<file path="src/rtl/isp_pkg.sv">
package isp_pkg;
   localparam logic [7:0] OP_PREFIX    = 8'hAC;
   localparam logic [7:0] OP_UNLOCK    = 8'h53;
   localparam logic [7:0] OP_ERASE     = 8'h80;
   localparam logic [7:0] OP_PM_RD_LO  = 8'h20;
   localparam logic [7:0] OP_PM_RD_HI  = 8'h28;
   localparam logic [7:0] OP_PM_LD_LO  = 8'h40;
   localparam logic [7:0] OP_PM_LD_HI  = 8'h48;
   localparam logic [7:0] OP_PM_COMMIT = 8'h4C;
   localparam logic [7:0] OP_EE_RD     = 8'hA0;
   localparam logic [7:0] OP_EE_WR     = 8'hC0;

   typedef enum logic [2:0] {
      CMD_NONE, CMD_UNLOCK, CMD_ERASE, CMD_PM_LOAD,
      CMD_PM_COMMIT, CMD_EE_WRITE, CMD_READ
   } isp_cmd_e;

   function automatic isp_cmd_e isp_decode(input logic [7:0] op, input logic [7:0] sub);
      isp_cmd_e c;
      c = CMD_NONE;
      if (op == OP_PREFIX && sub == OP_UNLOCK)                 c = CMD_UNLOCK;
      else if (op == OP_PREFIX && sub == OP_ERASE)             c = CMD_ERASE;
      else if (op == OP_PM_LD_LO || op == OP_PM_LD_HI)         c = CMD_PM_LOAD;
      else if (op == OP_PM_COMMIT)                             c = CMD_PM_COMMIT;
      else if (op == OP_EE_WR)                                 c = CMD_EE_WRITE;
      else if (op == OP_PM_RD_LO || op == OP_PM_RD_HI || op == OP_EE_RD) c = CMD_READ;
      return c;
   endfunction

   function automatic logic isp_is_read(input logic [7:0] op);
      return (op == OP_PM_RD_LO) || (op == OP_PM_RD_HI) || (op == OP_EE_RD);
   endfunction
endpackage

</file>
<file path="src/rtl/isp_sync.sv">
module isp_sync #(
   parameter int            DEPTH = 2,
   parameter int            W     = 1,
   parameter logic [W-1:0]  INIT  = '0
) (
   input  logic         clk,
   input  logic         arst_n,
   input  logic [W-1:0] d,
   output logic [W-1:0] q
);
   logic [W-1:0] stg [DEPTH];

   initial begin
      assert (DEPTH >= 2) else $error("isp_sync: DEPTH must be at least 2");
   end

   for (genvar i = 0; i < DEPTH; i++) begin : g_stage
      if (i == 0) begin : g_first
         always_ff @(posedge clk or negedge arst_n)
            if (!arst_n) stg[i] <= INIT;
            else         stg[i] <= d;
      end else begin : g_next
         always_ff @(posedge clk or negedge arst_n)
            if (!arst_n) stg[i] <= INIT;
            else         stg[i] <= stg[i-1];
      end
   end

   assign q = stg[DEPTH-1];
endmodule

</file>
<file path="src/rtl/isp_shifter.sv">
module isp_shifter (
   input  logic            clk,
   input  logic            arst_n,
   input  logic            active,
   input  logic            sck_s,
   input  logic            mosi_s,
   input  logic            alt_en,
   input  logic [7:0]      alt_data,
   output logic [3:0][7:0] frame,
   output logic            frame_done,
   output logic            miso
);
   logic       sck_d;
   logic [4:0] bitc;
   logic [7:0] rx;
   logic [7:0] tx;
   logic       fresh;
   logic [1:0] done_idx;

   wire       rise  = active &&  sck_s && !sck_d;
   wire       fall  = active && !sck_s &&  sck_d;
   wire [7:0] rx_nx = {rx[6:0], mosi_s};
   wire [7:0] src   = (done_idx == 2'd2 && alt_en) ? alt_data : frame[done_idx];

   always_ff @(posedge clk or negedge arst_n) begin
      if (!arst_n) begin
         sck_d <= 1'b0; bitc <= '0; rx <= '0; tx <= '0; fresh <= 1'b0;
         done_idx <= '0; frame <= '0; frame_done <= 1'b0; miso <= 1'b0;
      end else begin
         sck_d      <= sck_s;
         frame_done <= 1'b0;
         if (!active) begin
            bitc <= '0; rx <= '0; tx <= '0; fresh <= 1'b0; miso <= 1'b0;
         end else if (rise) begin
            rx   <= rx_nx;
            bitc <= bitc + 5'd1;
            if (bitc[2:0] == 3'd7) begin
               frame[bitc[4:3]] <= rx_nx;
               done_idx         <= bitc[4:3];
               fresh            <= 1'b1;
               if (bitc[4:3] == 2'd3) frame_done <= 1'b1;
            end
         end else if (fall) begin
            if (fresh) begin
               miso  <= src[7];
               tx    <= {src[6:0], 1'b0};
               fresh <= 1'b0;
            end else begin
               miso <= tx[7];
               tx   <= {tx[6:0], 1'b0};
            end
         end
      end
   end

   p_idle_quiet_r1: assert property (@(posedge clk) disable iff (!arst_n)
      !active |=> (bitc == 5'd0 && !miso));
   p_miso_after_fall_r4: assert property (@(posedge clk) disable iff (!arst_n)
      !$stable(miso) |-> ($past(fall) || $past(!active)));
endmodule

</file>
<file path="src/rtl/isp_exec.sv">
module isp_exec
   import isp_pkg::*;
#(
   parameter int BUSY_CYCLES = 64
) (
   input  logic            clk,
   input  logic            arst_n,
   input  logic            active,
   input  logic            frame_done,
   input  logic [3:0][7:0] frame,
   output logic            unlocked,
   output logic            busy,
   output logic            chip_erase,
   output logic            pm_load,
   output logic            pm_commit,
   output logic            ee_write
);
   localparam int BW = $clog2(BUSY_CYCLES + 1);

   logic [BW-1:0] cnt;
   isp_cmd_e      cmd;
   logic          go;

   assign busy = (cnt != '0);
   assign cmd  = isp_decode(frame[0], frame[1]);
   assign go   = unlocked && !busy;

   always_ff @(posedge clk or negedge arst_n) begin
      if (!arst_n) begin
         unlocked <= 1'b0; cnt <= '0;
         chip_erase <= 1'b0; pm_load <= 1'b0; pm_commit <= 1'b0; ee_write <= 1'b0;
      end else begin
         chip_erase <= 1'b0; pm_load <= 1'b0; pm_commit <= 1'b0; ee_write <= 1'b0;
         if (!active) begin
            unlocked <= 1'b0;
            cnt      <= '0;
         end else begin
            if (busy) cnt <= cnt - 1'b1;
            if (frame_done) begin
               unique case (cmd)
                  CMD_UNLOCK:    unlocked <= 1'b1;
                  CMD_ERASE:     if (go) begin chip_erase <= 1'b1; cnt <= BW'(BUSY_CYCLES); end
                  CMD_PM_LOAD:   if (go) pm_load <= 1'b1;
                  CMD_PM_COMMIT: if (go) begin pm_commit <= 1'b1; cnt <= BW'(BUSY_CYCLES); end
                  CMD_EE_WRITE:  if (go) begin ee_write <= 1'b1; cnt <= BW'(BUSY_CYCLES); end
                  default: ;
               endcase
            end
         end
      end
   end

   p_strobe_onehot_r5: assert property (@(posedge clk) disable iff (!arst_n)
      $onehot0({chip_erase, pm_load, pm_commit, ee_write}));
   p_locked_no_strobe_r2: assert property (@(posedge clk) disable iff (!arst_n)
      (chip_erase || pm_load || pm_commit || ee_write) |-> $past(unlocked));
   p_write_sets_busy_r9: assert property (@(posedge clk) disable iff (!arst_n)
      (chip_erase || pm_commit || ee_write) |-> busy);
   p_busy_bound_r9: assert property (@(posedge clk) disable iff (!arst_n)
      cnt <= BW'(BUSY_CYCLES));
   p_inactive_no_strobe_r1: assert property (@(posedge clk) disable iff (!arst_n)
      !active |=> !(chip_erase || pm_load || pm_commit || ee_write));
endmodule

</file>
<file path="src/rtl/isp_target_ctrl.sv">
module isp_target_ctrl
   import isp_pkg::*;
#(
   parameter int PMEM_AW     = 10,
   parameter int EE_AW       = 7,
   parameter int BUSY_CYCLES = 64,
   parameter int MIN_PHASE   = 2
) (
   input  logic               clk,
   input  logic               arst_n,
   input  logic               prog_rst_n,
   input  logic               sck,
   input  logic               mosi,
   output logic               miso,
   output logic [PMEM_AW-1:0] pm_addr,
   output logic               pm_hi,
   output logic [7:0]         pm_wdata,
   output logic               pm_load,
   output logic               pm_commit,
   input  logic [7:0]         pm_rdata,
   output logic [EE_AW-1:0]   ee_addr,
   output logic [7:0]         ee_wdata,
   output logic               ee_write,
   input  logic [7:0]         ee_rdata,
   output logic               chip_erase
);
   localparam int SYNC_DEPTH = (MIN_PHASE >= 3) ? 3 : 2;

   initial begin
      assert (MIN_PHASE == 2 || MIN_PHASE == 3) else $error("MIN_PHASE must be 2 or 3");
      assert (PMEM_AW >= 1 && PMEM_AW <= 16)    else $error("PMEM_AW out of range");
      assert (EE_AW >= 1 && EE_AW <= 16)        else $error("EE_AW out of range");
      assert (BUSY_CYCLES >= 1)                 else $error("BUSY_CYCLES must be positive");
   end

   logic [2:0]      sync_q;
   logic            active;
   logic [3:0][7:0] frame;
   logic            frame_done;
   logic            unlocked;
   logic            busy;
   logic            alt_en;
   logic [7:0]      alt_data;
   logic [15:0]     word_addr;

   isp_sync #(.DEPTH(SYNC_DEPTH), .W(3), .INIT(3'b100)) u_sync (
      .clk(clk), .arst_n(arst_n), .d({prog_rst_n, sck, mosi}), .q(sync_q));

   assign active = !sync_q[2];

   assign alt_en   = unlocked && isp_is_read(frame[0]);
   assign alt_data = (frame[0] == OP_EE_RD) ? ee_rdata : pm_rdata;

   isp_shifter u_shift (
      .clk(clk), .arst_n(arst_n), .active(active), .sck_s(sync_q[1]), .mosi_s(sync_q[0]),
      .alt_en(alt_en), .alt_data(alt_data), .frame(frame), .frame_done(frame_done),
      .miso(miso));

   isp_exec #(.BUSY_CYCLES(BUSY_CYCLES)) u_exec (
      .clk(clk), .arst_n(arst_n), .active(active), .frame_done(frame_done), .frame(frame),
      .unlocked(unlocked), .busy(busy), .chip_erase(chip_erase), .pm_load(pm_load),
      .pm_commit(pm_commit), .ee_write(ee_write));

   assign word_addr = {frame[1], frame[2]};
   assign pm_addr   = word_addr[PMEM_AW-1:0];
   assign pm_hi     = frame[0][3];
   assign pm_wdata  = frame[3];
   assign ee_addr   = word_addr[EE_AW-1:0];
   assign ee_wdata  = frame[3];
endmodule

</file>
<file path="config.mk">
export PLATFORM = sky130hd
export DESIGN_NAME = isp_target_ctrl
export DESIGN_NICKNAME = d
export VERILOG_FILES = /design/src/rtl/isp_pkg.sv /design/src/rtl/isp_sync.sv /design/src/rtl/isp_shifter.sv /design/src/rtl/isp_exec.sv /design/src/rtl/isp_target_ctrl.sv
export SDC_FILE = /design/constraint.sdc
export NUM_CORES = 1
export LEC_CHECK = 0
export CAP_MARGIN = 20
export CORE_ASPECT_RATIO = 1.75
export CORE_MARGIN = 5
export CORE_UTILIZATION = 30
export CTS_BUF_LIST = sky130_fd_sc_hd__clkbuf_2
export DETAILED_ROUTE_END_ITERATION = 8
export SLEW_MARGIN = 10
export SYNTH_ARGS = -nofsm -noshare
export SYNTH_HDL_FRONTEND = slang
export SYNTH_SLANG_ARGS = --single-unit
</file>
<file path="constraint.sdc">
create_clock -name clk -period 2.8 [get_ports clk]
set_input_delay 0.42 -clock clk [delete_from_list [all_inputs] [get_ports clk]]
set_output_delay 0.42 -clock clk [all_outputs]
set_load 0.05 [all_outputs]
</file>
### Word-level counts from Yosys, hierarchy flattened

Cells that the tools add are included.

| operators by class | value |
|---|---|
| reduce and logical (&&, ||, !) cells | 28 |
| magnitude comparators | 3 |
| multiplexer cells | 54 |
| equal/unequal tests | 20 |
| add/subtract/negate cells | 2 |
| bitwise logic cells | 1 |

Operators by type and width:

| operator | count |
|---|---|
| 2-to-1 mux 8 bit | 8 |
| 2-to-1 mux 7 bit | 7 |
| bitwise mux 32 bit | 1 |
| equality test 8 x 7 -> 1 bit (second input constant) | 4 |
| equality test 8 bit (second input constant) | 4 |
| 2-to-1 mux 1 bit | 28 |
| 2-to-1 mux 3 bit | 6 |
| binary-select mux 8 bit (select 2 bit) | 1 |
| demux 8 bit (select 2 bit) | 1 |
| equality test 8 x 6 -> 1 bit (second input constant) | 2 |
| logical AND 1 bit | 10 |
| 2-to-1 mux 5 bit | 2 |
| equality test 3 bit (second input constant) | 3 |
| nonzero test 2 bit | 4 |
| nonzero test 7 bit | 1 |
| subtractor 7 x 1 -> 7 bit (second input constant) | 1 |
| equality test 3 x 2 -> 1 bit (second input constant) | 2 |
| less-than comparator 2 x 3 -> 1 bit (second input constant) | 2 |
| AND reduction 2 bit | 3 |
| adder 5 x 1 -> 5 bit (second input constant) | 1 |
| equality test 2 bit (second input constant) | 2 |
| zero test 1 bit | 4 |
| equality test 3 x 1 -> 1 bit (second input constant) | 1 |
| logical OR 1 bit | 3 |
| other kinds (7) | 7 |

| word-level totals | value |
|---|---|
| output and inout bits | 39 |
| word-level logic and storage cells | 128 |
| flip-flop bits (word level) | 76 |

### Logic depth before layout (Yosys ltp)

| depth | value |
|---|---|
| depth after elaboration | 14 |
| gate-level depth with buffers | 7 |
| depth with buffers taken out | 7 |

### Cells and area by module

Synthesis repeated with hierarchy kept, for this count alone.

| second synthesis, totals | value |
|---|---|
| cells, all modules | 342 |
| area, all modules | 3,933.8 µm² |

Modules (own cells, without submodules):

| module | cells an instance | area an instance (µm²) | times used |
|---|---|---|---|
| isp_shifter | 232 | 2,777.7 | 1 |
| isp_exec | 71 | 706.9 | 1 |
| isp_target_ctrl | 30 | 274.0 | 1 |
| isp_sync | 9 | 175.2 | 1 |

### Worst setup path after synthesis

OpenSTA, ideal clock, no wires.

| path | value |
|---|---|
| path kind | register to register |
| start | register u_exec.cnt[0] |
| end | register u_exec.ee_write |
| buffers on the path | 0 |
| path slack | 700 ps |
| library setup time | 73 ps |
| stages on the path, launching flop included | 8 |
| required time | 2,727 ps |
| data arrival time | 2,028 ps |
| cell sequence | dfrtp_1 inv_1 ha_1 or3b_1 nor4_4 nand3_1 or3b_1 nor2b_1 |

| between the ends | value |
|---|---|
| word-level cells in the longest chain between the ends | 7 |

RTL lines:

| element | RTL line | source |
|---|---|---|
| from (decl) | isp_exec.sv:20 | `logic [BW-1:0] cnt;` |
| from (signal assigned) | isp_exec.sv:38 | `if (busy) cnt <= cnt - 1'b1;` |
| nonzero test 7 bit | isp_exec.sv:24 | `assign busy = (cnt != '0);` |
| zero test 1 bit | isp_exec.sv:26 | `assign go = unlocked && !busy;` |
| logical AND 1 bit | isp_exec.sv:26 |  |
| 2-to-1 mux 1 bit | isp_exec.sv:45 | `CMD_EE_WRITE: if (go) begin ee_write <= 1'b1; cnt <= BW'(BUSY_CYCLES); end` |
| 2-to-1 mux 1 bit | isp_exec.sv:40 | `unique case (cmd)` |
| 2-to-1 mux 1 bit | isp_exec.sv:39 | `if (frame_done) begin` |
| 2-to-1 mux 1 bit | isp_exec.sv:34 | `if (!active) begin` |
| to (signal assigned) | isp_exec.sv:31 | `chip_erase <= 1'b0; pm_load <= 1'b0; pm_commit <= 1'b0; ee_write <= 1'b0;` |
| to (signal assigned) | isp_exec.sv:33 | `chip_erase <= 1'b0; pm_load <= 1'b0; pm_commit <= 1'b0; ee_write <= 1'b0;` |
| to (signal assigned) | isp_exec.sv:45 |  |
| to (decl) | isp_exec.sv:16 | `output logic ee_write` |

No other way between the ends.
A chain may end at the register's enable or synchronous reset.

### Final worst setup path

Ends and elaborated chain as after synthesis.

==> results.md <==
* Final wirelength at 8624 um
* Yosys top cell by area: dfrtp_1
* CP Launch Point: u_exec.cnt[0]
* Largest family of logic cells by synthesized area: simple AND/OR/NAND/NOR gates
* Per-cell routed wire length at 16.03 um
* Clock Skew at 0.02823 ns
* Top-area cell type share of the netlist area at 0.4817
* Yosys reg bits at 75
* Peak supply drop at 0.1856 mV
* Worst Setup EP: u_exec.ee_write
* R2r setup slk at 0.45 ns
* Most frequent CP cell: or3b_1
* Multi-input combinational cell area at 1585 um2
* Dominant cell by count in the synthesized netlist: dfrtp_1
* Max H-tree Level at 3
* Drc violations at 0
* Hold Startpoint: prog_rst_n
* Synthesized area at 3792 um2
* Worst-Margin Slew at 0.9513 ns
* Worst-Skew Late Latency at 0.53 ns
* CTS tree: done
* Boundary Pins at 60
* Max_slew headroom at 0.3658
* Fin. Hold Viols at 0
* Synth Area in Adders at 0.009898
* Resize count post-CTS at 0
* Post-synth EDFFs at 0
* CP Max Fanout at 8
* Critical Path RT at 3.28 ns
* Dpl cell area at 4308 um2
* Initial antenna violation count at 1
* Mapped Nets at 362
* Sequential share of the synthesized area at 0.4955
* Cell Chain, Critical Path: inv_1, ha_1, or3b_1, nor4_4, nand3_1, or3b_1, nor2b_1
* Detailed Routing Iterations Pass 1 at 6
* CP peak stage delay at 0.44 ns
* Synth Area in XOR/XNOR at 0.01848
* Final period utilization at 0.8391
* Detail Route Antenna Nets at 0
* Die area at 15080 um2
* Clock tree buffer depth at 2
* PwrDens at 436.3 nW/um2
* Yosys warnings at 0
* Global-route wire length before repair at 14250 um
* Post-DP HPWL at 6250 um
* Fin crit period at 2.349 ns
* Fin. max-slew vios at 0
* R2R depth at 7
* Vias after detailed routing at 2508
* Storage element area at 1879 um2
* # clock sinks at 75
* Reg-to-Reg End: u_exec.ee_write
* Max stage delay cell, worst path: or3b_1
* Post-route cell area at 4481 um2
* Post-synthesis cell type count at 44
* Post-synth ARST share at 1.000
* Port Buf Inserts at 59
* Avg Cell Area, Syn at 11.22 um2
* Initial Utilization at 0.3051
* Grt total ovfl at 0
* Cell count after synthesis at 338
* Clock root cell: clkbuf_2
* Nets@finish at 388
* Gpl congestion at 0.8309
* Maxcap violations at 0
* Number of DRC markers in iteration 0 at 101
* Die height at 158.7 um
* HP Class: primary input to flip-flop
* Area growth, synth to finish at 18.15%
* Core Region at 12430 um2
* Commonest cells in the netlist: 73 x dfrtp_1, 42 x nand2_1, 33 x buf_4
* GRT Util Overall at 0.1238
* Unrepaired setup endpoints after global routing: no
* Avg Vias per Cell at 4.662
* RR Startpoint: u_exec.cnt[0]
* Max Fclk at 0.4256 GHz
* Layout cells sized above 1 at 0.1870
* CP Capture Type: flip-flop
* WP data arrival at 2.83 ns
* Largest net degree at the start of global routing at 76
* Post-synthesis compound-gate area fraction at 0.05873
* Setup CP Type: flip-flop to flip-flop
* Simple-gate portion of the synthesized area at 0.1762
* Placement Rows at 54
* Fill cells at 1270
* CTS buffer count at 9
* Vias in the first global route at 2753
* Synth top area cells: dfrtp_1 48%, mux2_2 7.4%, buf_4 6.5%
* Leakage at 0.001974 uW
* Ys flop type: dfrtp_1
* Final setup violation count at 0
* Worst Setup Start Kind: flip-flop
* Reg clk slew, reported paths at 0.21 ns
* Post-Route Setup TNS at 0 ns
* Post-synthesis mux area share at 0.1534
* Status: finished, final reports clean
* Die W at 94.99 um
[stage by stage]
stage / setup slack (ns) / utilization / hold WS, ns / power (uW) / cells
finish: 0.4505 / 0.3604 / 0.2725 / 1955 / 538
global route: 0.2875 / 0.3604 / 0.1970 / 2035 / 538
CTS: 0.4111 / 0.3602 / 0.2108 / 1985 / 537
detailed placement: 0.5090 / 0.3465 / 0.3378 / 1206 / 520
global placement: 0.5889 / 0.3465 / 0.3359 / 1205 / 520
floorplan: 0.6997 / - / 0.1244 / 1147 / 338
[sequential cells by signal, summed over array words and instances (netlist names)]
| register | cells |
|---|---|
| u_exec.ee_write | 1 |
| u_shift.frame_done | 1 |
| u_sync.stg | 3 |
| u_shift.sck_d | 1 |
| u_sync.q | 3 |
| u_shift.fresh | 1 |
| u_shift.bitc | 5 |
| u_shift.miso | 1 |
| u_shift.rx | 7 |
| u_exec.unlocked | 1 |
| u_exec.chip_erase | 1 |
| u_shift.tx | 7 |
| u_exec.pm_load | 1 |
| u_shift.done_idx | 2 |
| u_shift.frame | 32 |
| u_exec.pm_commit | 1 |
| u_exec.cnt | 7 |
[kinds of logic (layout without fill, tap and decap cells)]
kind of cell | after synthesis | count (layout)
compound gates | 40 | 40
xor+xnor | 8 | 8
fa+ha+maj | 3 | 3
buf+inv | 53 | 84
flops | 75 | 75
mux | 41 | 41
other cells | 0 | 1
simple gates | 118 | 118
[power breakdown]
group	switching (uW)	total (uW)	internal (uW)
registers	6.93	1100	1090
clock network	385	769	384
logic	43.1	85.0	41.9
[critical path: cells and delay by family, from the launching register on]
kind | cells | cell delay, ns
simple gates | 5 | 1.62
flops | 1 | 0.42
fa+ha+maj | 1 | 0.18
buf+inv | 1 | 0.09
[placed cells by master, fill, tap and decap left out, types with 9 or more instances in the layout]
cell / count
dfrtp_1: 73
clkdlybuf4s50_1: 58
nand2_1: 42
mux2_2: 25
nor2_1: 14
nand2b_1: 13
o21ai_0: 11
nor3_1: 10
a21oi_1: 10
nor3b_1: 9
clkbuf_2: 9
[timing repair]
| item | CTS | global route |
|---|---|---|
| endpoints found under the hold margin | 18 | 0 |
| setup buffers | 0 | 0 |
| hold buffers | 1 | 0 |
[worst min-delay path by stage]
stage | depth (start not counted) | to
5_1_grt | 1 | u_sync.stg[5]
6_report | 1 | u_sync.stg[5]
3_5_place_dp | 0 | u_sync.q[1]
4_1_cts | 1 | u_sync.stg[5]
3_3_place_gp | 0 | u_sync.q[0]
2_1_floorplan | 0 | u_exec.chip_erase
[final cells by class]
cell class              count  share of cell area
diodes                      1           0.0005585
clock buffers               9             0.01005
clock inverters             7             0.02569
inverters                   4            0.003351
multi-input cells         210              0.3538
flip-flops and latches     75              0.4194
well taps                 168             0.04691
repair buffers             64              0.1402
[routing by layer]
layer / routed length [um] / vias to the layer above / track usage
met1: 3356 / 1232 / 0.1381
met5: 0 / - / 0
met4: 225 / 0 / 0.05913
met2: 4766 / 47 / 0.2197
li1: - / 1211 / -
met3: 276 / 18 / 0.02367
Power figures use the tool's default switching activity.
